==> config.mk <==
export PLATFORM = sky130hd
export DESIGN_NAME = irq_gate_ctrl
export DESIGN_NICKNAME = d
export VERILOG_FILES = /design/src/rtl/irqc_pkg.sv /design/src/rtl/irqc_flag_reg.sv /design/src/rtl/irqc_mask_reg.sv /design/src/rtl/irqc_line_delay.sv /design/src/rtl/irq_gate_ctrl.sv
export SDC_FILE = /design/constraint.sdc
export NUM_CORES = 1
export LEC_CHECK = 0
export BUFFER_PORTS_ARGS = -buffer_cell sky130_fd_sc_hd__buf_4
export CORE_MARGIN = 2
export CORE_UTILIZATION = 31
export DETAILED_ROUTE_END_ITERATION = 10
export PLACE_DENSITY = 0.56
export SLEW_MARGIN = 40
export SYNTH_ARGS = -nofsm -noshare
export SYNTH_HDL_FRONTEND = slang
export SYNTH_HIERARCHICAL = 1
export SYNTH_SLANG_ARGS = --single-unit
export TNS_END_PERCENT = 50
==> constraint.sdc <==
create_clock -name clk -period 1.1 [get_ports clk]
set_input_delay 0.22 -clock clk [delete_from_list [all_inputs] [get_ports clk]]
set_output_delay 0.22 -clock clk [all_outputs]
set_load 0.01 [all_outputs]
==> src/rtl/irqc_pkg.sv <==
package irqc_pkg;
  localparam int unsigned BIT_TMR_A = 0;
  localparam int unsigned BIT_TMR_B = 1;
  localparam int unsigned BIT_ALARM = 2;
  localparam int unsigned BIT_EDGE  = 4;
  localparam int unsigned MIN_SRC_W = 5;
endpackage

==> src/rtl/irqc_flag_reg.sv <==
module irqc_flag_reg #(
  parameter int unsigned W = 5
) (
  input  logic         clk,
  input  logic         rst_n,
  input  logic [W-1:0] set_i,
  input  logic         clr_i,
  output logic [W-1:0] flags_o
);
  logic [W-1:0] flags_q;
  logic [W-1:0] flags_d;
  logic         flags_en;

  always_comb begin
    flags_en = clr_i | (|set_i);
    if (clr_i) flags_d = set_i;
    else       flags_d = flags_q | set_i;
  end

  always_ff @(posedge clk or negedge rst_n) begin
    if (!rst_n)        flags_q <= '0;
    else if (flags_en) flags_q <= flags_d;
  end

  assign flags_o = flags_q;
endmodule

==> src/rtl/irqc_mask_reg.sv <==
module irqc_mask_reg #(
  parameter int unsigned W = 5
) (
  input  logic         clk,
  input  logic         rst_n,
  input  logic         wr_i,
  input  logic         set_mode_i,
  input  logic [W-1:0] bits_i,
  output logic [W-1:0] mask_o,
  output logic [W-1:0] mask_next_o
);
  logic [W-1:0] mask_q;
  logic [W-1:0] mask_d;

  always_comb begin
    mask_d = mask_q;
    if (wr_i) begin
      if (set_mode_i) mask_d = mask_q | bits_i;
      else            mask_d = mask_q & ~bits_i;
    end
  end

  always_ff @(posedge clk or negedge rst_n) begin
    if (!rst_n)    mask_q <= '0;
    else if (wr_i) mask_q <= mask_d;
  end

  assign mask_o      = mask_q;
  assign mask_next_o = mask_d;
endmodule

==> src/rtl/irqc_line_delay.sv <==
module irqc_line_delay #(
  parameter int unsigned LAT = 1
) (
  input  logic clk,
  input  logic rst_n,
  input  logic trig_i,
  input  logic cancel_i,
  output logic irq_n_o
);
  logic [LAT-1:0] stage_q;
  logic [LAT-1:0] stage_d;
  logic           irq_n_q;
  logic           irq_n_d;
  logic           irq_en;

  generate
    if (LAT == 1) begin : g_single
      always_comb stage_d = trig_i;
    end else begin : g_chain
      always_comb begin
        if (cancel_i) stage_d = {{(LAT-1){1'b0}}, trig_i};
        else          stage_d = {stage_q[LAT-2:0], trig_i};
      end
    end
  endgenerate

  always_comb begin
    irq_en  = cancel_i | stage_q[LAT-1];
    irq_n_d = cancel_i;
  end

  always_ff @(posedge clk or negedge rst_n) begin
    if (!rst_n) stage_q <= '0;
    else        stage_q <= stage_d;
  end

  always_ff @(posedge clk or negedge rst_n) begin
    if (!rst_n)      irq_n_q <= 1'b1;
    else if (irq_en) irq_n_q <= irq_n_d;
  end

  assign irq_n_o = irq_n_q;
endmodule

==> src/rtl/irq_gate_ctrl.sv <==
module irq_gate_ctrl #(
  parameter int unsigned DATA_W = 8,
  parameter int unsigned SRC_W  = 5,
  parameter int unsigned LAT    = 1
) (
  input  logic              clk,
  input  logic              rst_n,
  input  logic              tmr_a_evt,
  input  logic              tmr_b_evt,
  input  logic              alarm_evt,
  input  logic              edge_evt,
  input  logic              rd_stb,
  input  logic              wr_stb,
  input  logic [DATA_W-1:0] wr_data,
  output logic [DATA_W-1:0] rd_data,
  output logic              irq_n
);
  import irqc_pkg::*;

  localparam int unsigned SUM_BIT = DATA_W - 1;
  localparam int unsigned PAD_W   = DATA_W - 1 - SRC_W;

  logic [1:0]       rst_sync_q;
  logic             rst_sync_n;
  logic [SRC_W-1:0] ev_vec;
  logic [SRC_W-1:0] flags_q;
  logic [SRC_W-1:0] mask_q;
  logic [SRC_W-1:0] mask_d;
  logic             ev_trig;
  logic             wr_trig;
  logic             trig;
  logic             any_hit;
  logic [PAD_W-1:0] unused_wr_bits;

  always_ff @(posedge clk or negedge rst_n) begin
    if (!rst_n) rst_sync_q <= 2'b00;
    else        rst_sync_q <= {rst_sync_q[0], 1'b1};
  end
  assign rst_sync_n = rst_sync_q[1];

  always_comb begin
    ev_vec            = '0;
    ev_vec[BIT_TMR_A] = tmr_a_evt;
    ev_vec[BIT_TMR_B] = tmr_b_evt;
    ev_vec[BIT_ALARM] = alarm_evt;
    ev_vec[BIT_EDGE]  = edge_evt;
  end

  irqc_flag_reg #(.W(SRC_W)) u_flags (
    .clk     (clk),
    .rst_n   (rst_sync_n),
    .set_i   (ev_vec),
    .clr_i   (rd_stb),
    .flags_o (flags_q)
  );

  irqc_mask_reg #(.W(SRC_W)) u_mask (
    .clk         (clk),
    .rst_n       (rst_sync_n),
    .wr_i        (wr_stb),
    .set_mode_i  (wr_data[SUM_BIT]),
    .bits_i      (wr_data[SRC_W-1:0]),
    .mask_o      (mask_q),
    .mask_next_o (mask_d)
  );

  always_comb begin
    ev_trig = |(ev_vec & mask_d);
    wr_trig = wr_stb & ~rd_stb & (|(flags_q & mask_d));
    trig    = ev_trig | wr_trig;
    any_hit = |(flags_q & mask_q);
  end

  irqc_line_delay #(.LAT(LAT)) u_line (
    .clk      (clk),
    .rst_n    (rst_sync_n),
    .trig_i   (trig),
    .cancel_i (rd_stb),
    .irq_n_o  (irq_n)
  );

  assign unused_wr_bits = wr_data[SUM_BIT-1:SRC_W];
  assign rd_data        = {any_hit, {PAD_W{1'b0}}, flags_q};
endmodule

==> flow_summary_export.csv, run 1 <==
group,metric,value,unit
timing,setup_ws,-480,ps
timing,period_needed,1580,ps
drt,viasPerCell,4.58,
yosys,yosys_warnings,6,
placed_design,post-dp-hpwl,1090,µm
clock_network,htreeDepth,1,
clock_network,clockBufferDepth,2,
power_and_ir_drop,power.internal,0.000971,W
die,core_area,1960,µm²
yosys,ys_seq_area_share,54.9,%
critical_path,slowest_delay,390,ps
critical_path,crit_slowest_cell,"dfrtp_1",
global_routing,grt_overflow_total,0,
global_routing,use_met3,2.42,%
drt,vias,531,
critical_path,arrival,1360,ps
clock_network,cts_tree,"done",
die,die_h,49.5,µm
timing,fin_crit_sh,144,%
critical_path,path_class,"reg2out",
global_routing,use_met1,18.0,%
timing,drv_slew,0,
critical_path,path_buf_inv,2,
timing,hold_viol,0,
drt,drt_iter0_drc,15,
power_and_ir_drop,power.switching,0.000317,W
drt,first_pass_iters,5,
clock_network,clk_pin_slew,80,ps
clock_network,cts_root_buf,"clkbuf_4",
power_and_ir_drop,leakage,0.494,nW
critical_path,cpLargestDelayFamily,"flip-flops",
critical_path,endpoint_kind,"output port",
critical_path,worstPathMaxFanout,3,
placed_design,dp_cells,111,
final_layout,nets,106,
critical_path,crit_top_cell,"buf_4",
clock_network,clock_latency,270,ps
yosys,yosysUniqueCellTypes,14,
yosys,avgSynthCellArea,12.1,µm²
flow_run,maxCapViolations,0,
final_layout,fin_cells,116,
global_routing,grt_start_max_net_pins,13,
die,start_util,32.7,%
final_layout,nFillCells,180,
global_routing,antenna_found_initial,0,
yosys,synth.top_cell.area_share,50.8,%
timing,fmax,633,MHz
timing,finClkSkew,2.61,ps
power_and_ir_drop,combPwrFrac,24.2,%
global_routing,grtUsageMet2,19.8,%
global_routing,grtUsageTotal,13.4,%
final_layout,drive_gt1_share,55.1,%
final_layout,final_cell_mix,"buf_4, dfrtp_1, buf_6, mux2_2",
power_and_ir_drop,vdd_ir_drop_max,0.695,mV
timing,worst_hold_slack,133,ps
status,status,"complete, but fails checks",
yosys,netlist_instances,53,
timing,setup_viol,7,
critical_path,crit_path_start_kind,"flop",
power_and_ir_drop,pwr_density_cell,1300,nW/µm²
drt,wirelength,1400,µm
drt,post_drt_wl_per_cell,12.1,µm
drt,drc,0,
final_layout,diodes,0,
hold_path,hp-class,"in2reg",
status,violations,"setup timing",
yosys,synth.area.top_cells,"dfrtp_1, mux2_2, a21o_1",
power_and_ir_drop,switching_share,24.6,%
critical_path,cp_cell_sequence,"buf_4 > a222oi_1 > nand2_1 > buf_4",
yosys,yosysTopAreaCell,"dfrtp_1",
placed_design,gp_congestion,0.744,
timing,rsz0062_at_grt,"yes",
final_layout,layout_commonest_cell,"buf_4",
die,dieArea,2450,µm²
critical_path,cp_data_required_time,880,ps
die,dieWidth,49.5,µm
yosys,synth_seq_cells,14,
clock_network,cts_buffers,3,
clock_network,clock-sinks,14,
drt,ant_nets,0,
global_routing,grt_pass1_wl,2450,µm
global_routing,grt_pass1_vias,555,
power_and_ir_drop,seqPwrFrac,47.6,%
yosys,netlist_area,641,µm²
die,ios,25,
placed_design,portBuffers,20,
power_and_ir_drop,clkPwrFrac,28.1,%
die,rows,16,
global_routing,busiest_layer,"met2",
final_layout,syn_to_final_growth,54.7,%
-- cells by family after synthesis --
family,synth area share (%)
compound gates,16.2
other cells,1.17
simple gates,4.30
flops,54.9
buf+inv,5.86
mux,17.6
-- synthesized netlist by cell type --
library cell	n
a211o_1	1
a22oi_1	4
clkbuf_1	1
conb_1	2
nand3_1	1
mux2_2	10
nand2_1	6
dfstp_2	1
dfrtp_1	13
inv_2	1
inv_1	2
buf_4	3
a222oi_1	2
a21o_1	6
-- timing repair --
item / 4_1_cts / 5_1_grt
endpoints found under the hold margin: 2 / 0
buffers inserted: 0 / 1
hold buffers: 1 / 0
resized for setup: 10 / 2
endpoints found under the setup margin: 7 / 8
-- power groups by stage --
stage | logic, W | registers (W) | clock network (W)
2_1_floorplan | 0.000140 | 0.000622 | 0
3_3_place_gp | 0.000283 | 0.000620 | 0
3_5_place_dp | 0.000288 | 0.000621 | 0
4_1_cts | 0.000311 | 0.000613 | 0.000377
5_1_grt | 0.000340 | 0.000624 | 0.000419
6_report | 0.000312 | 0.000613 | 0.000362
-- area by class of cell --
class | count | area (µm²) | area share [%]
flip-flops and latches | 14 | 352 | 35.5
repair buffers | 34 | 295 | 29.8
multi-input cells | 34 | 263 | 26.5
clock buffers | 4 | 36.3 | 3.66
well taps | 27 | 33.8 | 3.41
inverters | 3 | 11.3 | 1.14
-- final timing paths --
kind,slack (ps),cells after the start,start,end
hold / removal,130,2,alarm_evt,u_flags/flags_o[2]
min in group asynchronous,200,0,rst_sync_q[1],u_mask/mask_o[0]
setup / recovery,-480,4,u_mask/mask_o[3],rd_data[7]
max in group asynchronous,550,0,rst_sync_q[1],u_line/irq_n_o
hold reg to reg,200,0,rst_sync_q[1],u_mask/mask_o[0]
setup reg to reg,-270,4,u_mask/mask_o[2],u_line/stage_q
-- registers in the layout, summed over array words and instances, names as in the netlist --
name and count:
u_flags/flags_o 5, u_mask/mask_o 5, rst_sync_q 2, u_line/irq_n_o 1, u_line/stage_q 1
-- per-stage QoR --
step | total power, W | worst slack [ps] | instance area (µm²) | setup TNS [ps] | util (%)
2_1_floorplan | 0.000763 | -175 | 649 | -227 | -
5_1_grt | 0.00138 | -609 | 991 | -1470 | 50.5
4_1_cts | 0.00130 | -490 | 987 | -1010 | 50.3
3_3_place_gp | 0.000903 | -339 | 903 | -496 | 46.0
6_report | 0.00129 | -480 | 991 | -961 | 50.5
3_5_place_dp | 0.000908 | -394 | 903 | -588 | 46.0
-- per-layer routing --
metal	up-vias	wire length [µm]
met1	252	612
met2	20	676
met4	0	19
met5	-	0
li1	257	-
met3	2	93
(Power assumes the default switching activity.)
==> run 2, diff against run 1 <==
BUFFER_PORTS_ARGS = -buffer_cell sky130_fd_sc_hd__buf_2   (was -buffer_cell sky130_fd_sc_hd__buf_4)
==> run 2 against run 1 <==
  * The flow still finishes with violations (setup timing)
  * Largest power group unchanged
  * Utilization is 2.4 points lower
  * Worst hold slack improved by 8.8 ps
  * Worst setup slack better by 40 ps
  * Largest cell class unchanged
  * Die area is the same
  * Global-route usage barely moved
==> flow_summary_export.csv, run 2 (synthesis results as in run 1) <==
group,metric,value,unit
drt,top_layer,"met4",
global_routing,grt_start_max_net_pins,13,
die,dieArea,2450,µm²
placed_design,post-dp-hpwl,1100,µm
timing,period_needed,1540,ps
final_layout,layout_commonest_cell,"buf_2",
final_layout,fin_cells,116,
die,ios,25,
flow_run,maxCapViolations,0,
drt,wirelength,1420,µm
timing,worst_hold_slack,142,ps
global_routing,grt_pass1_vias,551,
placed_design,gp_congestion,0.710,
timing,setup_ws,-440,ps
power_and_ir_drop,combPwrFrac,24.7,%
drt,route.met2.wl,692,µm
hold_path,hp-class,"in2reg",
timing,fin_crit_sh,140,%
global_routing,grtUsageTotal,13.4,%
die,core_area,1960,µm²
clock_network,clock_latency,270,ps
critical_path,path_class,"reg2out",
power_and_ir_drop,p_total,0.00121,W
die,rows,16,
drt,viasPerCell,4.57,
power_and_ir_drop,power.internal,0.000895,W
clock_network,clk_pin_slew,90,ps
power_and_ir_drop,seqPwrFrac,50.9,%
drt,ant_nets,0,
die,start_util,32.7,%
die,dieWidth,49.5,µm
drt,post_drt_wl_per_cell,12.2,µm
status,violations,"setup timing",
drt,met1_length,627,µm
clock_network,htreeDepth,1,
clock_network,clockBufferDepth,2,
clock_network,cts_buffers,3,
placed_design,dp_cells,110,
placed_design,dp_slack,-373,ps
clock_network,cts_root_buf,"clkbuf_4",
status,status,"complete, but fails checks",
final_layout,final_cell_mix,"buf_2, dfrtp_1, buf_6, mux2_2, buf_4",
timing,drv_slew,0,
clock_network,cts_tree,"done",
timing,setup_viol,7,
critical_path,crit_path_start_kind,"flop",
global_routing,antenna_found_initial,0,
power_and_ir_drop,vdd_ir_drop_max,0.634,mV
drt,vias,530,
final_layout,drive_gt1_share,53.9,%
timing,setup_tns,-880,ps
timing,finClkSkew,14.8,ps
critical_path,worstPathMaxFanout,2,
critical_path,endpoint_kind,"output port",
drt,first_pass_iters,4,
critical_path,reg2reg_depth,4,
power_and_ir_drop,pwr_density_cell,1280,nW/µm²
power_and_ir_drop,clkPwrFrac,24.4,%
timing,rsz0062_at_grt,"yes",
hold_path,holdPathStages,2,
global_routing,grt_overflow_total,0,
drt,drc,0,
final_layout,diodes,0,
clock_network,clock-sinks,14,
die,die_h,49.5,µm
critical_path,arrival,1320,ps
critical_path,cp_data_required_time,880,ps
power_and_ir_drop,power.switching,0.000311,W
global_routing,grt_pass1_wl,2440,µm
final_layout,syn_to_final_growth,47.3,%
power_and_ir_drop,switching_share,25.8,%
power_and_ir_drop,leakage,0.474,nW
final_layout,nets,106,
drt,dr_wl_met3,73,µm
drt,drt_iter0_drc,9,
placed_design,portBuffers,20,
timing,fmax,650,MHz
timing,hold_viol,0,
## run 2: cell type report
type	count	area [µm²]
sequential	14	352
multi-input combinational	34	263
timing repair buffer	34	258
fill	211	1020
inverter	3	11.3
clock buffer	4	26.3
tap	27	33.8
## run 2: power groups by stage
stage	combinational [W]	clock [W]	sequential [W]
after global routing	0.000326	0.000331	0.000622
after global placement	0.000256	0	0.000619
after floorplan	0.000140	0	0.000622
after CTS	0.000301	0.000302	0.000614
final	0.000298	0.000294	0.000614
after detailed placement	0.000260	0	0.000620
## run 2: routing by layer
| layer | vias to the layer above | track usage, % |
|---|---|---|
| li1 | 258 | - |
| met1 | 253 | 15.8 |
| met2 | 17 | 22.7 |
| met3 | 2 | 1.21 |
| met4 | 0 | 9.72 |
| met5 | - | 0 |
## run 2: repair_timing
action | in CTS | in global routing
endpoints found under the hold margin | 2 | 0
gates cloned | 0 | 0
buffers inserted | 1 | 0
hold buffers | 1 | 0
endpoints found under the setup margin | 7 | 7
resized for setup | 11 | 0
## run 2: worst paths after layout
| kind | start | to | slack (ps) |
|---|---|---|---|
| setup / recovery | u_mask/mask_o[3] | rd_data[7] | -440 |
| min in group asynchronous | rst_sync_q[1] | u_flags/flags_o[2] | 190 |
| hold / removal | edge_evt | u_flags/flags_o[4] | 140 |
| hold reg to reg | rst_sync_q[1] | u_flags/flags_o[2] | 190 |
| setup reg to reg | u_mask/mask_o[2] | u_line/stage_q | -240 |
| max in group asynchronous | rst_sync_q[1] | u_line/irq_n_o | 540 |
## run 2: stage by stage
stage / utilization (%) / area (µm²)
2_1_floorplan: - / 649
3_3_place_gp: 43.1 / 846
3_5_place_dp: 43.1 / 846
4_1_cts: 48.1 / 943
5_1_grt: 48.1 / 943
6_report: 48.1 / 943
## run 2: worst max-delay path, cell delays in order (launching register included)
cell and delay (ps):
dfrtp_1 390, buf_6 120, a222oi_1 300, nand2_1 80, buf_2 150
==> run 3, diff against run 2 <==
ABC_AREA = 1   (was unset)
PLACE_DENSITY = 0.55   (was 0.56)
==> run 3 against run 2 <==
  * The flow still finishes with violations (setup timing)
  * Utilization shrank 4.6 points
  * Cell count is 35% higher
  * Cell area grew 1.1%
  * Critical path type unchanged
  * Combinational power fell by 7.0%
  * Largest power group unchanged
  * Clock power increased by 5%
  * Wire length rose by 6.5%
  * Sequential share of layout area is 0.39 points lower
  * Critical endpoint unchanged
  * First-iteration DRC count fell by 11%
  * Sequential power fell by 2%
==> flow_summary_export.csv, run 3 <==
group,metric,value,unit
yosys,netlist_area,708,µm²
timing,drv_slew,0,
placed_design,dp_slack,-11.6,ps
final_layout,syn_to_final_growth,34.6,%
clock_network,cts_buffers,3,
global_routing,grtUsageTotal,13.0,%
final_layout,layout_commonest_cell,"nand2_1",
power_and_ir_drop,seqPwrFrac,50.6,%
final_layout,drive_gt1_share,32.6,%
final_layout,final_cell_area,953,µm²
yosys,synthArstFlopShare,100,%
placed_design,post-dp-hpwl,1150,µm
timing,period_needed,1350,ps
die,ios,25,
drt,vias,644,
power_and_ir_drop,combPwrFrac,23.3,%
drt,first_pass_iters,4,
timing,hold_viol,0,
power_and_ir_drop,switching_share,29.5,%
hold_path,hp-class,"in2reg",
drt,post_drt_wl_per_cell,9.63,µm
yosys,synth.area.top_cells,"dfrtp_1, nand2_1, inv_1",
critical_path,cp_data_required_time,880,ps
critical_path,path_class,"reg2out",
timing,setup_ws,-254,ps
status,violations,"setup timing",
placed_design,gp_congestion,0.762,
placed_design,portBuffers,20,
clock_network,cts_tree,"done",
global_routing,grt_overflow_total,0,
global_routing,grt_pass1_wl,2460,µm
timing,fin_crit_sh,123,%
timing,rsz0062_at_grt,"yes",
power_and_ir_drop,vdd_ir_drop_max,0.703,mV
global_routing,grt_pass1_vias,620,
die,dieWidth,51.8,µm
clock_network,clock_latency,280,ps
die,rows,17,
die,dieArea,2680,µm²
power_and_ir_drop,power.internal,0.000836,W
global_routing,antenna_found_initial,0,
yosys,synth_seq_cells,14,
critical_path,crit_path_start_kind,"flop",
clock_network,clk_pin_slew,90,ps
yosys,avgSynthCellArea,7.15,µm²
drt,ant_nets,0,
yosys,synth.top_cell.area_share,45.9,%
die,die_h,51.8,µm
drt,drc,0,
yosys,synth_most_common_cell,"nand2_1",
timing,setup_viol,6,
placed_design,placed_area,840,µm²
critical_path,arrival,1130,ps
timing,finClkSkew,8.49,ps
die,core_area,2190,µm²
critical_path,endpoint_kind,"output port",
yosys,ys_seq_area_share,49.6,%
power_and_ir_drop,clkPwrFrac,26.1,%
clock_network,htreeDepth,1,
drt,drt_iter0_drc,8,
clock_network,cts_root_buf,"clkbuf_4",
yosys,netlist_instances,99,
yosys,yosys_warnings,6,
flow_run,maxCapViolations,0,
drt,viasPerCell,4.10,
critical_path,worstPathMaxFanout,2,
clock_network,clockBufferDepth,2,
timing,fmax,738,MHz
power_and_ir_drop,pwr_density_cell,1240,nW/µm²
critical_path,ff2ff_setup_slack,-80,ps
die,start_util,32.3,%
yosys,yosysUniqueCellTypes,12,
power_and_ir_drop,leakage,0.567,nW
drt,wirelength,1510,µm
yosys,synthTopCellsByCount,"nand2_1, inv_1, dfrtp_1",
yosys,yosysTopAreaCell,"dfrtp_1",
global_routing,grt_start_max_net_pins,13,
yosys,synth-edff-count,0,
final_layout,nets,146,
clock_network,clock-sinks,14,
final_layout,diodes,0,
final_layout,final_cell_mix,"nand2_1, inv_1, buf_2, dfrtp_1, nand3_1",
status,status,"complete, but fails checks",
power_and_ir_drop,power.switching,0.000350,W
yosys,synthFlopType,"dfrtp_1",
run 3: timing repair:
item	CTS	global route
resized for setup	6	6
endpoints found under the hold margin	2	0
hold buffers	1	0
endpoints found under the setup margin	5	8
setup buffers	2	4
pin swaps	2	9
run 3: layout make-up:
type	count	area, µm²
Clock buffer	4	26.3
Fill cell	226	1240
Inverter	25	93.8
Multi-Input combinational cell	58	251
Sequential cell	14	352
Tap cell	28	35.0
Timing Repair Buffer	28	195
run 3: worst max-delay path, stage by stage (launching register included):
cell and delay, ps:
dfrtp_1 420, nand2_2 80, nand3_2 60, nand3b_1 150, buf_2 140
run 3: power groups by stage:
| stage | logic [W] | registers, W | clock network, W |
|---|---|---|---|
| 4_1_cts | 0.000256 | 0.000597 | 0.000325 |
| 3_5_place_dp | 0.000218 | 0.000609 | 0 |
| 2_1_floorplan | 0.000136 | 0.000611 | 0 |
| 3_3_place_gp | 0.000212 | 0.000607 | 0 |
| 6_report | 0.000277 | 0.000600 | 0.000309 |
| 5_1_grt | 0.000312 | 0.000607 | 0.000361 |
run 3: worst paths after layout:
check	startpoint	endpoint	cells after the start
max	u_mask/mask_o[3]	rd_data[7]	4
min reg2reg	rst_sync_q[1]	u_flags/flags_o[4]	0
max reg2reg	u_mask/mask_o[2]	u_line/stage_q	9
min in group asynchronous	rst_sync_q[1]	u_flags/flags_o[4]	0
min	edge_evt	u_flags/flags_o[4]	3
max in group asynchronous	rst_sync_q[1]	u_line/irq_n_o	0
run 3: routing by layer:
layer	up-vias	GRT usage [%]	part of all wire [%]
li1	333	-	-
met1	290	14.7	48
met4	0	7.89	1.7
met3	4	2.59	3.8
met5	-	0	0
met2	17	22.2	47
run 3: kinds of logic after synthesis:
logic type | count (synthesis) | share of synthesized area [%]
simple gates | 52 | 29.5
buf+inv | 29 | 18.0
flops | 14 | 49.6
compound gates | 2 | 1.77
other cells | 2 | 1.06
run 3: through the flow:
stage               hold WS [ps]  utilization, %  std cells  power (W)  TNS, ps
global route                 122            43.5        157    0.00128    -1030
global placement            5.47            38.3        148   0.000819        0
floorplan                  -75.6               -        101   0.000747        0
CTS                          134            42.1        155    0.00118     -534
detailed placement          9.75            38.3        148   0.000827    -11.6
finish                       141            43.5        157    0.00119     -614
